--- src/rtl/crtc_addr_pkg.sv ---
package crtc_addr_pkg;

  // Planar address rearrangement selected by addr_mode
  typedef enum logic [1:0] {
    MAP_BYTE      = 2'b00,
    MAP_WORD      = 2'b01,
    MAP_DWORD     = 2'b10,
    MAP_DWORD_ALT = 2'b11
  } map_mode_e;

  localparam int unsigned MAX_STEP = 4;

  // Character clocks per address step for the {step4,step2} pair
  function automatic logic [2:0] step_interval(input logic s2, input logic s4);
    logic [2:0] n;
    case ({s4, s2})
      2'b00:   n = 3'd1;
      2'b01:   n = 3'd2;
      2'b10:   n = 3'd4;
      default: n = 3'd2;
    endcase
    return n;
  endfunction

endpackage

--- src/rtl/crtc_row_scan.sv ---
module crtc_row_scan #(
  parameter int unsigned AW  = 16,
  parameter int unsigned RSW = 5
) (
  input  logic           clk,
  input  logic           rst_n,
  input  logic           chr_en,
  input  logic           frame_start,
  input  logic           hretrace,
  input  logic [AW-1:0]  start_addr,
  input  logic [AW-1:0]  line_offset,
  input  logic [RSW-1:0] max_scan,
  input  logic           vt_half,
  output logic [RSW-1:0] row_scan,
  output logic [AW-1:0]  line_base,
  output logic           vt_clk_en
);

  logic           retrace_ev;
  logic           last_row;
  logic           phase_q;

  assign retrace_ev = chr_en && hretrace && !frame_start;
  assign last_row   = (row_scan >= max_scan);

  always_ff @(posedge clk or negedge rst_n) begin
    if (!rst_n) begin
      row_scan  <= '0;
      line_base <= '0;
      phase_q   <= 1'b0;
      vt_clk_en <= 1'b0;
    end else begin
      vt_clk_en <= retrace_ev && (!vt_half || phase_q);
      if (chr_en) begin
        if (frame_start) begin
          row_scan  <= '0;
          line_base <= start_addr;
          phase_q   <= 1'b0;
        end else if (hretrace) begin
          phase_q <= ~phase_q;
          if (last_row) begin
            row_scan  <= '0;
            line_base <= line_base + line_offset;
          end else begin
            row_scan <= row_scan + 1'b1;
          end
        end
      end
    end
  end

endmodule

--- src/rtl/crtc_ma_counter.sv ---
module crtc_ma_counter
  import crtc_addr_pkg::*;
#(
  parameter int unsigned AW = 16
) (
  input  logic          clk,
  input  logic          rst_n,
  input  logic          chr_en,
  input  logic          frame_start,
  input  logic          line_start,
  input  logic [AW-1:0] start_addr,
  input  logic [AW-1:0] line_base,
  input  logic          step2,
  input  logic          step4,
  output logic [AW-1:0] ma
);

  localparam int unsigned DIVW = $clog2(MAX_STEP);

  logic [2:0]      interval;
  logic [DIVW-1:0] limit;
  logic [DIVW-1:0] div_q;

  assign interval = step_interval(step2, step4);
  assign limit    = DIVW'(interval - 3'd1);

  always_ff @(posedge clk or negedge rst_n) begin
    if (!rst_n) begin
      ma    <= '0;
      div_q <= '0;
    end else if (chr_en) begin
      if (line_start) begin
        ma    <= frame_start ? start_addr : line_base;
        div_q <= '0;
      end else if (div_q == limit) begin
        ma    <= ma + 1'b1;
        div_q <= '0;
      end else begin
        div_q <= div_q + 1'b1;
      end
    end
  end

endmodule

--- src/rtl/crtc_addr_map.sv ---
module crtc_addr_map
  import crtc_addr_pkg::*;
#(
  parameter int unsigned AW         = 16,
  parameter int unsigned RSW        = 5,
  parameter int unsigned SUB_LO_BIT = 13,
  parameter int unsigned SUB_HI_BIT = 14
) (
  input  logic           clk,
  input  logic           rst_n,
  input  logic [AW-1:0]  ma,
  input  logic [RSW-1:0] row_scan,
  input  logic [1:0]     addr_mode,
  input  logic           word_src_hi,
  input  logic           sub_lo_off,
  input  logic           sub_hi_off,
  output logic [AW-1:0]  fb_addr
);

  localparam int unsigned WORD_ALT_BIT = AW - 3;

  map_mode_e     mode;
  logic [AW-1:0] reorg;
  logic [AW-1:0] mapped;

  assign mode = map_mode_e'(addr_mode);

  always_comb begin
    case (mode)
      MAP_BYTE: reorg = ma;
      MAP_WORD: reorg = {ma[AW-2:0], word_src_hi ? ma[AW-1] : ma[WORD_ALT_BIT]};
      default:  reorg = {ma[AW-3:0], ma[AW-1:AW-2]};
    endcase
  end

  for (genvar i = 0; i < AW; i++) begin : g_bit
    if (i == SUB_LO_BIT) begin : g_lo
      assign mapped[i] = sub_lo_off ? reorg[i] : row_scan[0];
    end else if (i == SUB_HI_BIT) begin : g_hi
      assign mapped[i] = sub_hi_off ? reorg[i] : row_scan[1];
    end else begin : g_pass
      assign mapped[i] = reorg[i];
    end
  end

  always_ff @(posedge clk or negedge rst_n) begin
    if (!rst_n) fb_addr <= '0;
    else        fb_addr <= mapped;
  end

endmodule

--- src/rtl/crtc_addr_gen.sv ---
module crtc_addr_gen #(
  parameter int unsigned AW  = 16,
  parameter int unsigned RSW = 5
) (
  input  logic           clk,
  input  logic           rst_n,
  input  logic           chr_en,
  input  logic           frame_start,
  input  logic           line_start,
  input  logic           hretrace,
  input  logic [AW-1:0]  start_addr,
  input  logic [AW-1:0]  line_offset,
  input  logic [RSW-1:0] max_scan,
  input  logic [1:0]     addr_mode,
  input  logic           word_src_hi,
  input  logic           step2,
  input  logic           step4,
  input  logic           sub13_off,
  input  logic           sub14_off,
  input  logic           vt_half,
  output logic [AW-1:0]  fb_addr,
  output logic [RSW-1:0] row_scan,
  output logic           vt_clk_en
);

  logic [AW-1:0] line_base;
  logic [AW-1:0] ma_val;

  crtc_row_scan #(.AW(AW), .RSW(RSW)) u_rs (
    .clk         (clk),
    .rst_n       (rst_n),
    .chr_en      (chr_en),
    .frame_start (frame_start),
    .hretrace    (hretrace),
    .start_addr  (start_addr),
    .line_offset (line_offset),
    .max_scan    (max_scan),
    .vt_half     (vt_half),
    .row_scan    (row_scan),
    .line_base   (line_base),
    .vt_clk_en   (vt_clk_en)
  );

  crtc_ma_counter #(.AW(AW)) u_ma (
    .clk         (clk),
    .rst_n       (rst_n),
    .chr_en      (chr_en),
    .frame_start (frame_start),
    .line_start  (line_start),
    .start_addr  (start_addr),
    .line_base   (line_base),
    .step2       (step2),
    .step4       (step4),
    .ma          (ma_val)
  );

  crtc_addr_map #(.AW(AW), .RSW(RSW), .SUB_LO_BIT(13), .SUB_HI_BIT(14)) u_map (
    .clk         (clk),
    .rst_n       (rst_n),
    .ma          (ma_val),
    .row_scan    (row_scan),
    .addr_mode   (addr_mode),
    .word_src_hi (word_src_hi),
    .sub_lo_off  (sub13_off),
    .sub_hi_off  (sub14_off),
    .fb_addr     (fb_addr)
  );

endmodule

--- config.mk ---
export PLATFORM = sky130hd
export DESIGN_NAME = crtc_addr_gen
export DESIGN_NICKNAME = d
export VERILOG_FILES = /design/src/rtl/crtc_addr_pkg.sv /design/src/rtl/crtc_row_scan.sv /design/src/rtl/crtc_ma_counter.sv /design/src/rtl/crtc_addr_map.sv /design/src/rtl/crtc_addr_gen.sv
export SDC_FILE = /design/constraint.sdc
export NUM_CORES = 1
export LEC_CHECK = 0
export BUFFER_PORTS_ARGS = -buffer_cell sky130_fd_sc_hd__buf_2
export CAP_MARGIN = 20
export CORE_UTILIZATION = 60
export DETAILED_ROUTE_END_ITERATION = 8
export PLACE_DENSITY_LB_ADDON = 0.1
export SYNTH_ARGS = -nofsm -noshare
export SYNTH_HDL_FRONTEND = slang
export SYNTH_SLANG_ARGS = --single-unit
--- constraint.sdc ---
create_clock -name clk -period 4.4 [get_ports clk]
set_clock_uncertainty 0.15 [all_clocks]
set_input_delay 0.88 -clock clk [delete_from_list [all_inputs] [get_ports clk]]
set_output_delay 0.88 -clock clk [all_outputs]
set_load 0.02 [all_outputs]
* Word level (Yosys, flattened, before mapping)
Index checks and enable logic that the tools add are counted.
** Storage, ports and cells
- Register bits :: 57
- Output and inout bits :: 22
- Word-level logic and storage cells :: 49
- Bits of input ports :: 51
** Cells by class
- Bitwise gates (word level) :: 1
- $add $sub $neg :: 5
- Mux-type cells :: 18
- Order comparisons :: 1
- Equal/unequal tests :: 3
- Reductions and logical operators :: 14
** Operators with widths (number)
- $mux 16 :: 6
- $pmux 16 s2 :: 1
- $add 16x1->16 const B :: 1
- $add 16x16->16 :: 1
- $mux 5 :: 3
- $reduce_bool 2->1 :: 3
- $add 5x1->5 const B :: 1
- $ge 5x5->1 :: 1
- $mux 1 :: 5
- $logic_not 2->1 :: 2
- $mux 2 :: 2
- $pmux 2 s2 :: 1
- $reduce_and 2->1 :: 2
- $logic_and 1x1->1 :: 3
- $reduce_and 3->1 :: 1
- $add 2x1->2 const B :: 1
- $eq 2x1->1 const B :: 1
- $eq 2x2->1 :: 1
- $eq 2x2->1 const B :: 1
- $logic_not 1->1 :: 2
- $sub 2x1->2 const B :: 1
- $logic_or 1x1->1 :: 1
- $not 1->1 :: 1

* Depth between registers and ports, before layout
Gate-level depths: netlist of run 1.
- Word-level depth :: 6
- Depth in mapped cells :: 10

* Cells and area by module
Synthesis of run 1 repeated with hierarchy kept, for this count alone.
** Unflattened totals
- Cell total of the unflattened synthesis :: 445
- Area total of the unflattened synthesis :: 4083.9 µm²
** Modules (own cells, without submodules)
- crtc_row_scan :: instances 1, area an instance 1870.5 µm², cells an instance 214
- crtc_ma_counter :: instances 1, area an instance 1405.1 µm², cells an instance 156
- crtc_addr_map :: instances 1, area an instance 808.3 µm², cells an instance 75

* Worst setup path before layout of run 1
Ideal clock, no wire load.
- Path kind :: input to register
- Start :: input port line_offset[0]
- End :: register u_rs.line_base[14]
- Library setup time :: 127 ps
- Required time :: 4123 ps
- Stages on the path :: 8
- Data arrival time :: 2704 ps
- Path slack :: 1420 ps
- Cell sequence :: ha_1 fa_1 a211oi_1 o211ai_1 a41oi_1 o22ai_1 mux2i_1 nand3_1
** Between the ends
- Cells in the longest elaborated chain, start to end :: 4
** RTL lines
- start, declared :: line crtc_addr_gen.sv:12 : input logic [AW-1:0] line_offset,
- $add 16x16->16 :: line crtc_row_scan.sv:43 : line_base <= line_base + line_offset;
- $mux 16 :: line crtc_row_scan.sv:41 : if (last_row) begin
- $mux 16 :: line crtc_row_scan.sv:39 : end else if (hretrace) begin
- $mux 16 :: line crtc_row_scan.sv:35 : if (frame_start) begin
- end signal, assigned :: line crtc_row_scan.sv:37 : line_base <= start_addr;
- end signal, assigned :: line crtc_row_scan.sv:43
- end, declared :: line crtc_row_scan.sv:15 : output logic [AW-1:0] line_base,
Every way passes these cells. The select of a mux whose other input is x is not followed.
A chain may end at the register's enable or synchronous reset.

* Worst setup path in the final report of run 1
- Start :: input port frame_start
- End :: register u_rs.line_base[9]
** Between the ends
- Cells in the longest elaborated chain, start to end :: 2
** RTL lines
- start, declared :: line crtc_addr_gen.sv:8 : input logic frame_start,
- $reduce_bool 2->1 (no source line)
- $reduce_and 3->1 (no source line)
Several ways; a longest one is shown, not always the timed one.

==> results of run 1 <==
==> kinds of logic (layout without fill, tap and decap cells) <==
group / after synthesis / count (layout) / synth area share
buffers and inverters: 47 / 106 / 0.0495
adders and majority gates: 23 / 23 / 0.0735
DFF: 57 / 57 / 0.355
xor gates and xnor gates: 8 / 8 / 0.0174
muxes: 36 / 36 / 0.0918
and+or+nand+nor: 136 / 136 / 0.160
AOI/OAI and AO/OA: 161 / 161 / 0.253
==> through the flow <==
stage	instances	area (um2)	setup WS (ps)
5_1_grt	604	4520	806
2_1_floorplan	468	4020	1420
6_report	604	4520	1220
4_1_cts	604	4520	1220
3_3_place_gp	588	4360	944
3_5_place_dp	588	4360	873
==> power groups by stage <==
stage / combinational, W / sequential (W) / clock (W)
5_1_grt: 0.00128 / 0.000926 / 0.000442
3_3_place_gp: 0.00109 / 0.000894 / 0
6_report: 0.00113 / 0.000899 / 0.000412
3_5_place_dp: 0.00112 / 0.000904 / 0
4_1_cts: 0.00113 / 0.000895 / 0.000421
2_1_floorplan: 0.000823 / 0.000900 / 0
==> per-layer routing <==
| metal | share of wire | wire (um) | vias to the layer above |
|---|---|---|---|
| met4 | 0.010 | 96 | 0 |
| met5 | 0 | 0 | - |
| met1 | 0.44 | 4150 | 1686 |
| met2 | 0.51 | 4750 | 92 |
| li1 | - | - | 1834 |
| met3 | 0.040 | 372 | 9 |
==> synth_stat cells (10+ instances only) <==
master	instances
a211oi_1	10
mux2i_1	29
nor2_1	31
a21oi_1	33
nor3_1	10
ha_1	22
a21o_1	10
inv_1	15
o21ai_0	51
nand3_1	15
dfrtp_1	57
nand2_1	48
clkbuf_1	25
==> flip-flops by register name (all words and copies together) (netlist names) <==
signal / cells
u_rs.row_scan: 5
u_ma.ma: 16
u_rs.phase_q: 1
u_map.fb_addr: 16
u_ma.div_q: 2
u_rs.line_base: 16
u_rs.vt_clk_en: 1
==> worst max-delay path by stage <==
stage | start | to | slack (ps) | cells past startpoint
detailed placement | frame_start | u_rs.line_base[8]$_DFFE_PN0P_ | 870 | 6
global placement | frame_start | u_rs.line_base[8]$_DFFE_PN0P_ | 940 | 6
global route | frame_start | u_rs.line_base[9]$_DFFE_PN0P_ | 810 | 7
CTS | frame_start | u_rs.line_base[8]$_DFFE_PN0P_ | 1220 | 6
floorplan | line_offset[0] | u_rs.line_base[14]$_DFFE_PN0P_ | 1420 | 8
finish | frame_start | u_rs.line_base[9]$_DFFE_PN0P_ | 1220 | 7
==> cell type report <==
class,instances,share of cell area
clock inverter,6,0.00774
tap,77,0.0213
clock buffer,10,0.0282
sequential,57,0.315
multi-input combinational,364,0.530
timing repair buffer,75,0.0846
inverter,15,0.0124
==> worst max-delay path: cells and delay by family <==
family	cells	cell delay [ps]
compound gates	4	1610
buf+inv	1	140
simple gates	2	660
==> flow_metrics.env, run 1 <==
export IMPL_use_met2=0.504
export IMPL_pwr_share_comb=0.464
export IMPL_netlist_area_leader_share=0.355
export IMPL_drv_slew=0
export IMPL_hold_ws_ps=388
export IMPL_wirelength_mm=9.36
export IMPL_finalSetupTns_ps=0
export IMPL_power_leakage_nw=2.12
export IMPL_cts_resized=0
export IMPL_gp_congestion=0.824
export IMPL_drt_iter0_markers=303
export IMPL_r2r_start="u_rs.row_scan[4]$_DFFE_PN0P_"
export IMPL_wl_per_cell_um=15.5
export IMPL_vias=3621
export IMPL_cts_buffers=9
export IMPL_synth_top_area_cell="dfrtp_1"
export IMPL_grt_antenna_before_repair=0
export IMPL_avgSynthCellArea_um2=8.59
export IMPL_drt_vias_per_instance=6.00
export IMPL_post_cts_setup_buffers=0
export IMPL_ioPinCount=73
export IMPL_violations="DRC"
export IMPL_grt_pass1_wl_mm=16.2
export IMPL_cp_max_fo=18
export IMPL_seq_area_mm2=0.00143
export IMPL_portBuffers=72
export IMPL_min_period_ps=3180
export IMPL_tightestPinTransition_ps=939
export IMPL_synth_ff_type="dfrtp_1"
export IMPL_synth_edff_count=0
export IMPL_intPower_w=0.00139
export IMPL_htreeDepth=3
export IMPL_synth_area_mm2=0.00402
export IMPL_yosys_top_cells_area="dfrtp_1 35%, mux2i_1 7.2%, ha_1 6.8%, o21ai_0 6.3%, nand2_1 4.5%"
export IMPL_cts_root_buffer="clkbuf_8"
export IMPL_yosysSeqAreaShare=0.355
export IMPL_path_clk_slew_ps=60
export IMPL_area_growth_pct=12.5
export IMPL_dieArea_mm2=0.00703
export IMPL_layout_commonest_cell="buf_2"
export IMPL_final_cell_mix="72 x buf_2, 57 x dfrtp_1, 51 x o21ai_0"
export IMPL_path_class="primary input to register"
export IMPL_hold_buffers=0
export IMPL_worst_r2r_endpoint="u_rs.line_base[9]$_DFFE_PN0P_"
export IMPL_p_seq_frac=0.368
export IMPL_worstHoldStart="u_rs.line_base[13]$_DFFE_PN0P_"
export IMPL_outcome="finished with violations"
export IMPL_p_clk_frac=0.169
export IMPL_grt_start_max_net_pins=50
export IMPL_ys_types=52
export IMPL_vdd_drop_max_mv=0.332
export IMPL_drc=4
export IMPL_top_usage_layer="met2"
export IMPL_min_to="u_rs.line_base[13]$_DFFE_PN0P_"
export IMPL_worst_setup_path_end_kind="register"
export IMPL_use_met3=0.0524
export IMPL_die_h_um=83.9
export IMPL_cts_sinks=57
export IMPL_diodes=0
export IMPL_num_nets_final=596
export IMPL_syn_inst=468
export IMPL_num_fill_cells=540
export IMPL_dp_hpwl_mm=6.81
export IMPL_drv_cap=0
export IMPL_num_rows=29
export IMPL_grt_pass1_vias=3560
export IMPL_multiInputGateArea_mm2=0.00240
export IMPL_slowest_delay_ps=710
export IMPL_synth_nets=542
export IMPL_ys_async_sr_fraction=1.00
export IMPL_start_util=0.626
export IMPL_p_total_w=0.00244
export IMPL_power_switching_w=0.00105
export IMPL_ys_ff_latch=57
export IMPL_hold_viol=0
export IMPL_grt_usage=0.287
export IMPL_clockBufferDepth=2
export IMPL_yosysWarnings=0
export IMPL_r2r_cells=5
export IMPL_utilization=0.704
export IMPL_finalSetupViolCount=0
export IMPL_post_route_period_util=0.723
export IMPL_grt_overflow_total=0
export IMPL_r2r_slack_ps=1600
export IMPL_hold_depth=2
export IMPL_p_per_area_mw_per_mm2=540
export IMPL_dr_pass1_iters=7
export IMPL_worst_ep_required_time_ps=4510
export IMPL_clkLatencyLatePin_ps=340
export IMPL_arrival_ps=3290
export IMPL_drive_above_1_share=0.192
export IMPL_die_x_um=83.9
export IMPL_grtUsageMet1=0.358
export IMPL_rsz0062_at_grt="false"
export IMPL_core_area_mm2=0.00642
export IMPL_ant_nets=0
export IMPL_slew_headroom=0.371
export IMPL_fmax_ghz=0.314
export IMPL_cp_cell_sequence="buf_2 -> o21ai_1 -> nor2_1 -> a31oi_1 -> nand2_1 -> o211ai_1 -> a21boi_0"
export IMPL_crit_slowest_cell="a31oi_1"
export IMPL_hold_path_class="register to register"
export IMPL_swShare=0.430
export IMPL_cts_tree="done"
export IMPL_start_kind="primary input"
Note: power is estimated with default switching activity, not from simulation.
==> inputs of run 2 (changes only) <==
CORE_UTILIZATION = 51   (was 60)
clock period = 2.6 ns   (was 4.4 ns; I/O delays follow)
==> run 2 against run 1 <==
Net effect: the run now ends clean; largest power group unchanged; register-to-register slack lost 1500 ps; final cell count increased by 7.5%; first-iteration DRC count is 59% lower; critical endpoint is now u_rs.line_base[12]$_DFFE_PN0P_; sequential cell count stayed put; sequential power grew 67%; critical path depth increased by 2; global-route usage shrank 4.3 points; wire length increased by 2.2%; non-clock buffer count rose by 20.
==> flow_metrics.env, run 2 (synthesis gave the netlist of run 1 again) <==
export IMPL_drt_vias_per_instance=5.76
export IMPL_worst_setup_path_end_kind="register"
export IMPL_critPathTopFamily="compound AO/OA/AOI/OAI gates"
export IMPL_crit_slowest_cell="dfrtp_1"
export IMPL_power_leakage_nw=2.23
export IMPL_gp_congestion=0.822
export IMPL_worst_ep_required_time_ps=2670
export IMPL_start_util=0.523
export IMPL_power_switching_w=0.00181
export IMPL_dieArea_mm2=0.00824
export IMPL_hold_viol=0
export IMPL_p_per_area_mw_per_mm2=925
export IMPL_path_buf_inv=1
export IMPL_cts_root_buffer="clkbuf_8"
export IMPL_grt_pass1_vias=3541
export IMPL_core_area_mm2=0.00769
export IMPL_clkLatencyLatePin_ps=350
export IMPL_p_clk_frac=0.196
export IMPL_vdd_drop_max_mv=0.412
export IMPL_die_x_um=90.8
export IMPL_dr_pass1_iters=7
export IMPL_dp_hpwl_mm=7.12
export IMPL_drive_above_1_share=0.229
export IMPL_cts_buffers=9
export IMPL_portBuffers=72
export IMPL_ant_nets=0
export IMPL_outcome="complete, no violations"
export IMPL_ioPinCount=73
export IMPL_slew_headroom=0.607
export IMPL_wirelength_mm=9.57
export IMPL_start_kind="register"
export IMPL_tightestPinTransition_ps=589
export IMPL_num_rows=32
export IMPL_htreeDepth=3
export IMPL_post_cts_setup_buffers=0
export IMPL_seq_area_mm2=0.00143
export IMPL_cts_sinks=57
export IMPL_drt_iter0_markers=124
export IMPL_multiInputGateArea_mm2=0.00241
export IMPL_intPower_w=0.00259
export IMPL_pwr_share_comb=0.464
export IMPL_finalSetupViolCount=0
export IMPL_min_period_ps=2460
export IMPL_vias=3737
export IMPL_cts_tree="done"
export IMPL_swShare=0.411
export IMPL_arrival_ps=2540
export IMPL_grt_usage=0.244
export IMPL_wl_per_cell_um=14.7
export IMPL_drc=0
export IMPL_grt_pass1_wl_mm=16.3
export IMPL_grt_antenna_before_repair=0
export IMPL_layout_commonest_cell="buf_2"
export IMPL_die_h_um=90.8
export IMPL_area_growth_pct=18.4
export IMPL_grt_start_max_net_pins=52
export IMPL_p_seq_frac=0.341
export IMPL_diodes=0
export IMPL_rsz0062_at_grt="false"
export IMPL_place_ws_ps=-158
export IMPL_hold_path_class="primary input to asynchronous set/reset pin"
export IMPL_post_route_period_util=0.948
export IMPL_cp_cell_sequence="ha_1 -> fa_2 -> a211oi_2 -> o211ai_1 -> a41oi_1 -> buf_4 -> o21bai_1 -> mux2i_1 -> nand3_1"
export IMPL_cp_max_fo=3
export IMPL_final_cell_mix="72 x buf_2, 57 x dfrtp_1, 50 x o21ai_0"
export IMPL_clockBufferDepth=2
export IMPL_grt_overflow_total=0
export IMPL_drv_cap=0
export IMPL_path_clk_slew_ps=70
export IMPL_finalSetupTns_ps=0
export IMPL_fin_ws_ps=135
export IMPL_num_fill_cells=714
export IMPL_slowest_delay_ps=400
export IMPL_reg_top3="u_ma.ma (16), u_map.fb_addr (16), u_rs.line_base (16)"
export IMPL_num_nets_final=616
export IMPL_p_total_w=0.00441
export IMPL_fmax_ghz=0.406
export IMPL_path_class="register to register"
export IMPL_drv_slew=0
[run 2: cell types whose count changed in the layout (fill, tap and decap cells not counted), sizes merged]
cell	change
clkinv	-3
clkinvlp	+1
bufinv	+1
buf	+20
inv	+1
[run 2: per-stage QoR]
| step | util | cells | hold WS [ps] | instance area (um2) |
|---|---|---|---|---|
| finish | 0.619 | 649 | 19.6 | 4760 |
| global route | 0.619 | 649 | 59.8 | 4760 |
| CTS | 0.618 | 649 | 43.4 | 4750 |
| detailed placement | 0.592 | 633 | 359 | 4550 |
| global placement | 0.592 | 633 | 354 | 4550 |
| floorplan | - | 468 | 74.4 | 4030 |
[run 2: area by class of cell]
cell class                      instances  share of cell area
Clock buffer                           10              0.0289
Clock inverter                          6              0.0139
Inverter                               15              0.0118
Multi-Input combinational cell        364               0.507
Sequential cell                        57               0.300
Tap cell                              102              0.0268
Timing Repair Buffer                   95               0.112
[run 2: timing repair]
item	4_1_cts	5_1_grt
gates resized for setup	0	3
endpoints found under the setup margin	0	5
hold buffers	0	0
[run 2: worst paths after layout]
| path | startpoint | to | slack (ps) | depth (start not counted) |
|---|---|---|---|---|
| setup / recovery | u_rs.line_base[0]$_DFFE_PN0P_ | u_rs.line_base[12]$_DFFE_PN0P_ | 140 | 9 |
| hold / removal | rst_n | u_rs.line_base[3]$_DFFE_PN0P_ | 20 | 1 |
| setup reg to reg | u_rs.line_base[0]$_DFFE_PN0P_ | u_rs.line_base[12]$_DFFE_PN0P_ | 140 | 9 |
| hold reg to reg | u_rs.line_base[2]$_DFFE_PN0P_ | u_rs.line_base[2]$_DFFE_PN0P_ | 380 | 2 |
| max in group asynchronous | rst_n | u_ma.ma[9]$_DFFE_PN0P_ | 1600 | 2 |
| min in group clk | vt_half | u_rs.vt_clk_en$_DFF_PN0_ | 200 | 2 |
[run 2: power groups by stage]
stage | Combinational [W] | Sequential [W] | Clock, W
after detailed placement | 0.00202 | 0.00151 | 0
after global placement | 0.00197 | 0.00150 | 0
after floorplan | 0.00140 | 0.00152 | 0
after CTS | 0.00203 | 0.00150 | 0.000877
final | 0.00204 | 0.00150 | 0.000862
after global routing | 0.00229 | 0.00155 | 0.000920
[run 2: routing by layer]
layer,GRT usage,vias up,part of all wire
met1,0.317,1776,0.46
met4,0.0807,0,0.014
li1,-,1878,-
met2,0.419,71,0.50
met3,0.0345,12,0.029
met5,0,-,0
==> inputs of run 3 (changes only) <==
SYNTH_HIERARCHICAL = 1   (was default)
==> run 3 against run 2 <==
Net effect: the flow now finishes with violations (setup timing); utilization fell by 0.078 points; synthesized cell count is 4.9% lower; wire length is 1.1% higher; largest power group unchanged; non-clock buffer count shrank 8; count of clock-buffer cells in the layout grew 3; register-to-register slack worse by 170 ps; highest routed layer unchanged; sequential share of layout area is 0.12 points lower.
==> flow_metrics.env, run 3 <==
export IMPL_outcome="finished with violations"
export IMPL_violations="setup timing"
export IMPL_slew_headroom=0.605
export IMPL_diodes=0
export IMPL_power_leakage_nw=2.22
export IMPL_num_nets_final=597
export IMPL_path_class="register to register"
export IMPL_grt_antenna_before_repair=0
export IMPL_yosys_top_cells_area="dfrtp_1 35%, mux2i_1 7.1%, ha_1 6.7%, nand2_1 4.5%, o21ai_0 3.4%"
export IMPL_die_x_um=91.5
export IMPL_rsz0062_at_grt="true"
export IMPL_ioPinCount=73
export IMPL_arrival_ps=2710
export IMPL_wirelength_mm=9.67
export IMPL_p_seq_frac=0.348
export IMPL_crit_slowest_cell="dfrtp_1"
export IMPL_yosysWarnings=6
export IMPL_p_per_area_mw_per_mm2=878
export IMPL_cts_tree="done"
export IMPL_post_route_period_util=1.02
export IMPL_drv_cap=0
export IMPL_ys_ff_latch=57
export IMPL_synthTopCellsByCount="57 x dfrtp_1, 49 x nand2_1, 29 x mux2i_1, 28 x o21ai_0, 27 x a21oi_1"
export IMPL_r2r_start="u_rs/line_base[0]$_DFFE_PN0P_"
export IMPL_drt_iter0_markers=278
export IMPL_ys_types=64
export IMPL_grt_pass1_wl_mm=16.7
export IMPL_dieArea_mm2=0.00837
export IMPL_area_growth_pct=17.0
export IMPL_worst_setup_path_end_kind="register"
export IMPL_reg_top3="u_ma/ma (16), u_map/fb_addr (16), u_rs/line_base (16)"
export IMPL_grt_overflow_total=0
export IMPL_start_util=0.528
export IMPL_utilization=0.619
export IMPL_drc=0
export IMPL_synth_nets=519
export IMPL_hold_viol=0
export IMPL_ant_nets=0
export IMPL_yosysSeqAreaShare=0.349
export IMPL_path_buf_inv=0
export IMPL_drv_slew=0
export IMPL_grt_start_max_net_pins=38
export IMPL_grt_usage=0.250
export IMPL_syn_inst=445
export IMPL_num_rows=32
export IMPL_clkLatencyLatePin_ps=330
export IMPL_layout_commonest_cell="buf_2"
export IMPL_drive_above_1_share=0.254
export IMPL_cts_root_buffer="clkbuf_8"
export IMPL_vias=3709
export IMPL_startpoint="u_rs/line_base[0]$_DFFE_PN0P_"
export IMPL_slowest_delay_ps=410
export IMPL_multiInputGateArea_mm2=0.00250
export IMPL_ys_async_sr_fraction=1.00
export IMPL_die_h_um=91.5
export IMPL_drt_vias_per_instance=5.89
export IMPL_synth_ff_type="dfrtp_1"
export IMPL_pwr_share_comb=0.478
export IMPL_p_clk_frac=0.174
export IMPL_synth_area_mm2=0.00408
export IMPL_synth_top_area_cell="dfrtp_1"
export IMPL_cp_max_fo=3
export IMPL_tightestPinTransition_ps=592
export IMPL_min_period_ps=2640
export IMPL_netlist_area_leader_share=0.349
export IMPL_hold_path_class="primary input to asynchronous set/reset pin"
export IMPL_critPathTopFamily="compound AO/OA/AOI/OAI gates"
export IMPL_path_clk_slew_ps=70
export IMPL_cts_sinks=57
export IMPL_start_kind="register"
export IMPL_gp_congestion=0.867
export IMPL_finalSetupViolCount=1
export IMPL_cp_cell_sequence="ha_4 -> fa_2 -> a211o_1 -> a21oi_4 -> a211oi_4 -> o41ai_2 -> xor2_1 -> o21ai_1 -> mux2_2"
export IMPL_cts_buffers=9
export IMPL_synthMostInstantiatedCell="dfrtp_1"
export IMPL_seq_area_mm2=0.00143
export IMPL_swShare=0.410
export IMPL_dp_hpwl_mm=7.23
export IMPL_synth_edff_count=0
export IMPL_clockBufferDepth=2
export IMPL_fin_ws_ps=-39.5
export IMPL_dr_pass1_iters=4
export IMPL_htreeDepth=3
export IMPL_wl_per_cell_um=15.4
export IMPL_p_total_w=0.00419
export IMPL_num_fill_cells=685
export IMPL_final_cell_mix="72 x buf_2, 57 x dfrtp_1, 49 x nand2_1"
export IMPL_vdd_drop_max_mv=0.476
export IMPL_hold_buffers=0
export IMPL_power_switching_w=0.00172
export IMPL_place_ws_ps=-294
export IMPL_portBuffers=72
export IMPL_core_area_mm2=0.00773
export IMPL_avgSynthCellArea_um2=9.18
export IMPL_fmax_ghz=0.379
export IMPL_grt_pass1_vias=3494
export IMPL_worst_ep_required_time_ps=2670
export IMPL_intPower_w=0.00247
## run 3: changes by cell type in the layout (fill, tap and decap cells not counted), moves of 5 or more
cell / before / now
nor2_1: 31 / 22
o31ai_1: 2 / 7
o21ai_0: 50 / 28
o21ai_1: 2 / 18
and3_1: 5 / 0
a22oi_1: 6 / 0
a21oi_1: 33 / 27
o22a_1: 7 / 0
buf_4: 23 / 13
## run 3: power groups by stage
stage          Sequential (W)  Clock, W  Combinational [W]
2_1_floorplan         0.00148         0            0.00138
3_3_place_gp          0.00146         0            0.00187
3_5_place_dp          0.00147         0            0.00193
4_1_cts               0.00146  0.000746            0.00199
5_1_grt               0.00151  0.000790            0.00225
6_report              0.00146  0.000731            0.00200
## run 3: cell type report
type,count,share of cell area
multi-input cells,354,0.523
flip-flops and latches,57,0.298
repair buffers,87,0.104
clock buffers,13,0.0332
well taps,102,0.0267
inverters,14,0.0110
clock inverters,3,0.00314
## run 3: what timing repair did
item,4_1_cts,5_1_grt
setup buffers,2,1
resized for setup,1,1
pin swaps,2,2
endpoints found under the setup margin,2,3
hold endpoints to repair,0,0
## run 3: cells by family after synthesis
family                     Yosys count  synth area share
AOI/OAI and AO/OA                  140             0.229
muxes                               40             0.101
xor gates and xnor gates            12            0.0257
DFF                                 57             0.349
buffers and inverters               34            0.0444
adders and majority gates           23            0.0723
and+or+nand+nor                    139             0.178
## run 3: final timing paths
check                      slack (ps)                              to  cells after the start
setup / recovery                  -40  u_rs/line_base[12]$_DFFE_PN0P_                      9
min in group clk                  200        u_rs/vt_clk_en$_DFF_PN0_                      2
setup reg to reg                  -40  u_rs/line_base[12]$_DFFE_PN0P_                      9
max in group asynchronous        1670  u_rs/line_base[11]$_DFFE_PN0P_                      2
hold / removal                     50       u_ma/div_q[0]$_DFFE_PN0P_                      1
hold reg to reg                   380   u_rs/line_base[7]$_DFFE_PN0P_                      2
## run 3: stage by stage
step                hold slack [ps]  TNS [ps]  instance area (um2)  cells
finish                         46.7     -39.5                 4780    630
global route                   78.1      -239                 4780    630
CTS                            46.2     -50.0                 4770    629
detailed placement              368      -666                 4570    611
global placement                354      -611                 4570    611
floorplan                      74.4     -16.4                 4100    445
## run 3: metal layers
layer  vias up  share of wire  wire, um  global-route usage
met3         8          0.047       452              0.0369
li1       1816              -         -                   -
met4         0         0.0095        92              0.0979
met5         -              0         0                   0
met1      1777           0.46      4450               0.325
met2       108           0.48      4680               0.417
